File: config.mk
export PLATFORM = sky130hd
export DESIGN_NAME = sdiv_round
export DESIGN_NICKNAME = d
export VERILOG_FILES = /design/src/rtl/div_round_pkg.sv /design/src/rtl/div_operand_prep.sv /design/src/rtl/div_shift_core.sv /design/src/rtl/sdiv_round.sv
export SDC_FILE = /design/constraint.sdc
export NUM_CORES = 1
export LEC_CHECK = 0
export BUFFER_PORTS_ARGS = -buffer_cell sky130_fd_sc_hd__buf_2
export CORE_MARGIN = 2
export CORE_UTILIZATION = 65
export DETAILED_ROUTE_END_ITERATION = 16
export GPL_TIMING_DRIVEN = 0
export PLACE_DENSITY = 0.86
export SKIP_LAST_GASP = 1
export SLEW_MARGIN = 10
export SYNTH_ARGS = -nofsm -noshare
export SYNTH_HDL_FRONTEND = slang
export SYNTH_SLANG_ARGS = --single-unit
File: constraint.sdc
create_clock -name clk_i -period 4.15 [get_ports clk_i]
set_input_delay 0.6225 -clock clk_i [delete_from_list [all_inputs] [get_ports clk_i]]
set_output_delay 0.6225 -clock clk_i [all_outputs]
set_load 0.03 [all_outputs]
File: src/rtl/div_round_pkg.sv
package div_round_pkg;
  function automatic int max3(input int x, input int y, input int z);
    int m;
    m = (x > y) ? x : y;
    return (m > z) ? m : z;
  endfunction
endpackage

File: src/rtl/div_operand_prep.sv
module div_operand_prep
  import div_round_pkg::*;
#(
  parameter int A_W = 16,
  parameter int B_W = 16,
  parameter int W   = 17
) (
  input  logic [A_W-1:0] a_i,
  input  logic [B_W-1:0] b_i,
  input  logic           a_signed_i,
  input  logic           b_signed_i,
  input  logic           floor_i,
  output logic [W-1:0]   num_mag_o,
  output logic [W-1:0]   den_mag_o,
  output logic           neg_o,
  output logic           den_zero_o
);
  logic         sgn, a_neg, b_neg, adjust;
  logic [W-1:0] a_ext, b_ext, b_step, num;

  always_comb begin
    sgn    = a_signed_i & b_signed_i;
    a_neg  = sgn & a_i[A_W-1];
    b_neg  = sgn & b_i[B_W-1];
    a_ext  = {{(W-A_W){a_neg}}, a_i};
    b_ext  = {{(W-B_W){b_neg}}, b_i};
    // divisor moved one step toward zero, then subtracted (floor correction)
    b_step = b_neg ? b_ext + W'(1) : b_ext - W'(1);
    adjust = floor_i & sgn & (a_neg ^ b_neg) & (a_i != '0);
    num    = adjust ? a_ext - b_step : a_ext;
    num_mag_o  = num[W-1] ? -num : num;
    den_mag_o  = b_neg ? -b_ext : b_ext;
    neg_o      = num[W-1] ^ b_neg;
    den_zero_o = (b_i == '0);
  end
endmodule

File: src/rtl/div_shift_core.sv
module div_shift_core
  import div_round_pkg::*;
#(
  parameter int W = 17
) (
  input  logic         clk_i,
  input  logic         rst_ni,
  input  logic         load_i,
  input  logic [W-1:0] num_i,
  input  logic [W-1:0] den_i,
  output logic         busy_o,
  output logic         fin_o,
  output logic [W-1:0] q_o
);
  localparam int CW = $clog2(W + 1);

  logic [W-1:0]  rem_q, dvd_q, den_q, q_q;
  logic [CW-1:0] cnt_q;
  logic          busy_q, fin_q;
  logic [W:0]    shifted, diff;
  logic          take;

  always_comb begin
    shifted = {rem_q, dvd_q[W-1]};
    diff    = shifted - {1'b0, den_q};
    take    = ~diff[W];
  end

  always_ff @(posedge clk_i or negedge rst_ni) begin
    if (!rst_ni) begin
      rem_q  <= '0;
      dvd_q  <= '0;
      den_q  <= '0;
      q_q    <= '0;
      cnt_q  <= '0;
      busy_q <= 1'b0;
      fin_q  <= 1'b0;
    end else if (load_i) begin
      rem_q  <= '0;
      dvd_q  <= num_i;
      den_q  <= den_i;
      q_q    <= '0;
      cnt_q  <= CW'(W - 1);
      busy_q <= 1'b1;
      fin_q  <= 1'b0;
    end else if (busy_q) begin
      rem_q <= take ? diff[W-1:0] : shifted[W-1:0];
      dvd_q <= {dvd_q[W-2:0], 1'b0};
      q_q   <= {q_q[W-2:0], take};
      cnt_q <= cnt_q - CW'(1);
      if (cnt_q == '0) begin
        busy_q <= 1'b0;
        fin_q  <= 1'b1;
      end
    end else begin
      fin_q <= 1'b0;
    end
  end

  assign busy_o = busy_q;
  assign fin_o  = fin_q;
  assign q_o    = q_q;
endmodule

File: src/rtl/sdiv_round.sv
module sdiv_round
  import div_round_pkg::*;
#(
  parameter int A_W = 16,
  parameter int B_W = 16,
  parameter int Q_W = 16
) (
  input  logic           clk_i,
  input  logic           rst_ni,
  input  logic           start_i,
  input  logic [A_W-1:0] a_i,
  input  logic [B_W-1:0] b_i,
  input  logic           a_signed_i,
  input  logic           b_signed_i,
  input  logic           floor_i,
  output logic           busy_o,
  output logic           done_o,
  output logic           div_zero_o,
  output logic [Q_W-1:0] quot_o
);
  localparam int W = max3(A_W, B_W, Q_W) + 1;

  logic [W-1:0] num_mag, den_mag, core_q, q_fix;
  logic         neg, den_zero, accept, core_busy, core_fin;
  logic         neg_q, zero_q, zero_done_q;

  div_operand_prep #(.A_W(A_W), .B_W(B_W), .W(W)) i_prep (
    .a_i        (a_i),
    .b_i        (b_i),
    .a_signed_i (a_signed_i),
    .b_signed_i (b_signed_i),
    .floor_i    (floor_i),
    .num_mag_o  (num_mag),
    .den_mag_o  (den_mag),
    .neg_o      (neg),
    .den_zero_o (den_zero)
  );

  assign accept = start_i & ~core_busy;

  div_shift_core #(.W(W)) i_core (
    .clk_i  (clk_i),
    .rst_ni (rst_ni),
    .load_i (accept & ~den_zero),
    .num_i  (num_mag),
    .den_i  (den_mag),
    .busy_o (core_busy),
    .fin_o  (core_fin),
    .q_o    (core_q)
  );

  always_ff @(posedge clk_i or negedge rst_ni) begin
    if (!rst_ni) begin
      neg_q       <= 1'b0;
      zero_q      <= 1'b0;
      zero_done_q <= 1'b0;
    end else begin
      zero_done_q <= accept & den_zero;
      if (accept) begin
        neg_q  <= neg;
        zero_q <= den_zero;
      end
    end
  end

  assign q_fix      = neg_q ? -core_q : core_q;
  assign quot_o     = zero_q ? '1 : q_fix[Q_W-1:0];
  assign busy_o     = core_busy;
  assign done_o     = core_fin | zero_done_q;
  assign div_zero_o = zero_done_q;
endmodule

* After elaboration in Yosys (flattened, before gate mapping)
Cells that the tools add are included.
Storage, ports and cells: flip-flop bits (word level) 77, output and inout bits 19
Operators by class: add/subtract/negate cells 8, eq/ne operators 1, mux-type cells 21, bitwise operators 15, reductions and logical operators 4
Operators by type and width (count):
- 17-bit two-way mux | 9
- 16-bit two-way mux | 4
- 17-bit negation | 2
- 18-bit by 17-bit subtractor with 18-bit output | 1
- 17-bit by 1-bit adder with 17-bit output (second input constant) | 1
- 17-bit by 1-bit subtractor with 17-bit output (second input constant) | 1
- 17-bit subtractor | 1
- 16-bit zero test | 1
- 16-bit negation | 1
- 16-bit nonzero test | 1
- 5-bit two-way mux | 2
- 1-bit bitwise AND | 9
- 1-bit two-way mux | 6
- 5-bit zero test | 1
- 5-bit by 1-bit subtractor with 5-bit output (second input constant) | 1
- 3-bit by 2-bit inequality test with 1-bit output (second input constant) | 1
- 1-bit inverter | 3
- 2-bit nonzero test | 1
- 1-bit XOR | 2
- 1-bit OR | 1

* Depth between registers and ports, before layout
word-level depth 9, mapped depth 25, gate-level depth less buffers 22

* Modules after synthesis
From an unflattened synthesis, not the netlist that was laid out.
Second synthesis, totals: cells, all modules 918, area total of the unflattened synthesis 7419.6 um2
By module, submodules not included:
- div_shift_core | times used 1, cells each 460, area each 4286.6 um2, sequential area each 1876.8 um2
- div_operand_prep | times used 1, cells each 381, area each 2587.5 um2, sequential area each 0.0 um2
- sdiv_round | times used 1, cells each 77, area each 545.5 um2, sequential area each 75.1 um2

* Least setup slack after synthesis
OpenSTA, ideal clock, no wires.
path type in2reg, start input port b_i[15], end register i_core.dvd_q[15], setup time 0.126 ns, data arrival time 5.492 ns, required time 4.024 ns, setup slack -1.468 ns, cell stages on the path 25, path buffers 3, path through buf_2 nand3_1 inv_1 clkbuf_1 fa_1 nand2b_1 a21oi_1 nor4_2 nor3_1 a21oi_1 o21bai_1 a21oi_1 xor2_1 ha_1 and4_1 a21boi_0 o21a_2 o41ai_4 o21ai_2 xnor2_4 a21o_1 buf_6 a32o_2 xnor2_1 a221o_1
On the way: longest elaborated chain between the ends 8, elaborated cells on any way between the ends 16, those cells by class 4 x add/sub; 4 x mux; 6 x bitwise; 2 x reduce/logical
RTL lines:
- start: declaration | line sdiv_round.sv:12 | input logic [B_W-1:0] b_i,
- parallel branches: the longest is 8 deep, another holds 17-bit by 1-bit subtractor with 17-bit output
- end signal: assignment | line div_shift_core.sv:40 | dvd_q <= num_i;
- end signal: assignment | line div_shift_core.sv:48 | dvd_q <= {dvd_q[W-2:0], 1'b0};
- end: declaration | line div_shift_core.sv:17 | logic [W-1:0] rem_q, dvd_q, den_q, q_q;
Several ways; the timed one is not identified. A chain may end at the register's enable or synchronous reset.

* Worst setup path after layout
start input port b_i[15], end register i_core.dvd_q[8]
On the way: longest elaborated chain between the ends 8, elaborated cells on any way between the ends 16, those cells by class 4 x add/sub; 4 x mux; 6 x bitwise; 2 x reduce/logical
RTL lines:
- parallel branches: the longest is 8 deep, another holds 17-bit subtractor
Several ways; the timed one is not identified.

==> flow_summary.yaml <==
outcome:
  status: "finished, violations left"
  violations: "setup timing"
timing:
  worstMarginPinSlew_ns: 0.851
  max_freq_mhz: 205
  rsz0062_at_grt: "true"
  relSlewSlack_pct: 43.3
  report.final.slew_viol_count: 0
  period_minus_slack_ns: 4.87
  setup_violations: 17
  final.setup.worst_slack_ns: -0.725
  post-route-period-util_pct: 117
  skew_ns: 0.00796
  hold_violations: 0
cts:
  cts_max_level: 3
  clkLatencyLatePin_ns: 0.35
  clock_sinks: 77
  cts_root_buffer: "clkbuf_8"
  cts_buffer_depth: 2
  clk_pin_slew_ns: 0.08
  cts_tree: "yes"
  cts_buffers: 9
floorplanning:
  row_count: 37
  initial_core_util_pct: 67.3
  io-pin-count: 57
  die_y_microns: 108
  core_sq_um: 10400
  die_width_microns: 108
  die_area_sq_um: 11600
grt:
  grt_first_pass_wirelength_microns: 33900
  grt_pass1_vias: 7196
  antenna_found_initial: 1
  grt_max_degree: 43
  gr-total-overflow: 0
  grt_usage_pct: 36.7
pwr:
  p_clk_share_pct: 11.1
  peakVddDrop_mv: 0.519
  p_int_uw: 3180
  power_density_nw_per_um2: 737
  combPwrFrac_pct: 66.5
  pwr-share-seq_pct: 22.5
  switching_share_pct: 48.9
  netSwitchingPower_uw: 3040
  leakage_uw: 0.00379
synth:
  synth_cell_type_count: 79
  synth_edf_count: 0
  syn_avg_cell_area_sq_um: 8.00
  postSynth.asyncResetShare_pct: 100
  synth-seq-cells: 77
  yosys_warnings: 0
  synthCells: 876
  synth-main-ff-cell: "dfrtp_1"
  syn_area_sq_um: 7010
  yosysSeqAreaShare_pct: 27.5
  syn_nets: 970
detailed_routing:
  wl_per_cell_microns: 19.9
  routed-wl-met3_microns: 1950
  ant_nets: 0
  via_per_inst: 6.83
  drc: 0
  highest_layer: "met5"
  drt-initial-drc-count: 780
  wirelength_microns: 22100
  wl_met2_microns: 10400
  vias: 7611
  m1WireLength_microns: 8430
  dr.pass1.iters: 5
critical_path:
  ff2ff_path_depth: 13
  reg2reg_to: "i_core.rem_q[10]"
  crit_arrival_ns: 5.09
  crit_type: "in2reg"
  cp_max_fo: 11
  r2r-start: "i_core.den_q[1]"
  crit_path_end_kind: "flip-flop"
  critPathLaunch: "b_i[15]"
  setup.worst_path.start_class: "primary input"
  rrSetupSlack_ns: 0.70
  cp.required_ns: 4.37
placed_design:
  post-dp-hpwl_microns: 14900
  io_buffers: 55
  place_ws_ns: -1.54
  gp_congestion: 0.947
layout:
  n_antenna_cell: 0
  final_cell_mix: "113 x nand2_1, 77 x dfrtp_1, 75 x o21ai_0, 56 x buf_2, 55 x nor2_1"
  fin_util_pct: 81.0
  drive_gt1_share_pct: 19.5
  final_common_cell: "nand2_1"
  syn_to_final_growth_pct: 20.4
  fin_nets: 1068
min_path:
  hold_path.class: "in2async"
flow_run:
  maxCapViolations: 0
## layer usage
metal	GRT usage [%]	vias to the layer above
li1	-	3382
met1	45.0	3587
met2	61.5	514
met3	5.21	126
met4	20.9	2
met5	0	-
## power by group through the flow
stage,Clock [uW],Combinational [uW],Sequential [uW]
floorplan,0,2970,1330
global placement,0,3660,1380
detailed placement,0,3830,1400
CTS,690,3960,1390
global route,721,4530,1430
finish,688,4130,1400
## synthesized netlist by cell type, types with 4 or more instances
cell type,count,area [sq um]
or2_2,4,25.0
nor2b_1,6,37.5
a31oi_1,9,56.3
buf_1,4,15.0
nor4_1,8,50.1
and3_1,18,113
inv_1,43,161
a22oi_1,7,52.6
a21o_1,19,143
o31ai_1,10,75.1
nand3_1,34,170
nand2b_1,10,62.6
xnor2_1,34,298
buf_2,5,25.0
mux2i_1,12,120
o21a_1,5,37.5
dfrtp_1,77,1930
and2_1,5,31.3
clkbuf_1,22,82.6
xor2_1,35,307
buf_6,4,45.0
nor2_1,57,214
nand2_1,115,432
o21ai_0,89,445
nor3_1,19,95.1
a21oi_1,57,285
or4_1,7,52.6
o221ai_1,8,70.1
a211oi_1,7,52.6
nand3b_1,4,30.0
o211ai_1,7,52.6
ha_1,53,663
or3_1,7,43.8
o22ai_1,6,37.5
## flip-flops by register name, indices dropped and copies added, names as in the netlist
signal and cells:
div_zero_o 1, i_core.busy_o 1, i_core.cnt_q 5, i_core.den_q 17, i_core.dvd_q 17, i_core.fin_o 1, i_core.q_o 16, i_core.rem_q 17
neg_q 1, zero_q 1
## worst max-delay path, cell delays in order
cell      delay, ns
buf_12         0.10
nand3_4        0.19
inv_4          0.11
fa_2           0.38
nand2b_4       0.17
a21oi_4        0.16
nor4_4         0.06
nor3_2         0.18
a21oi_1        0.10
o21bai_1       0.20
a21oi_2        0.11
xor2_2         0.26
ha_2           0.33
and4_4         0.17
a21boi_2       0.16
o21a_2         0.16
o41ai_4        0.32
o21ai_2        0.14
xnor2_4        0.25
buf_6          0.18
mux2i_4        0.30
nor2_2         0.07
a221oi_2       0.22
o21ai_1        0.10
## worst max path at each step
stage | to | slack (ns) | cells past startpoint
floorplan | i_core.dvd_q[15] | -0.79 | 25
global placement | i_core.dvd_q[15] | -1.45 | 24
detailed placement | i_core.dvd_q[15] | -1.54 | 24
CTS | i_core.dvd_q[15] | -0.67 | 24
global route | i_core.dvd_q[8] | -0.82 | 24
finish | i_core.dvd_q[8] | -0.72 | 24
## logic make-up (layout without fill, tap and decap cells)
logic type | Yosys count | after routing | synth area share (%)
and+or+nand+nor | 314 | 315 | 21.8
AOI/OAI and AO/OA | 264 | 264 | 24.2
buffers and inverters | 79 | 181 | 4.77
DFF | 77 | 77 | 27.5
xor gates and xnor gates | 71 | 71 | 9.25
adders and majority gates | 56 | 56 | 10.3
muxes | 15 | 15 | 2.20
## through the flow
stage               cell area [sq um]  hold WS [ns]  power [uW]  TNS [ns]  instances
floorplan                        7100         0.327        4290     -9.11        876
global route                     8440         0.238        6680    -11.86       1115
global placement                 7540         0.468        5030    -21.20       1067
CTS                              8130         0.226        6040     -8.93       1104
detailed placement               7560         0.477        5220    -22.67       1068
finish                           8440         0.210        6220    -10.21       1115
## area by class of cell
| cell class | instances | area (sq um) |
|---|---|---|
| Buffer | 34 | 173 |
| Clock buffer | 12 | 145 |
| Clock inverter | 4 | 95.1 |
| Fill cell | 649 | 1980 |
| Inverter | 43 | 164 |
| Multi-Input combinational cell | 721 | 5160 |
| Sequential cell | 77 | 1930 |
| Tap cell | 136 | 170 |
| Timing Repair Buffer | 88 | 606 |
## timing repair
item	CTS	global route
gates cloned	1	0
buffers inserted	20	14
hold buffers	0	0
pin swaps	31	35
setup endpoints to repair	17	17
gates resized for setup	48	47
Power figures use the tool's default switching activity.
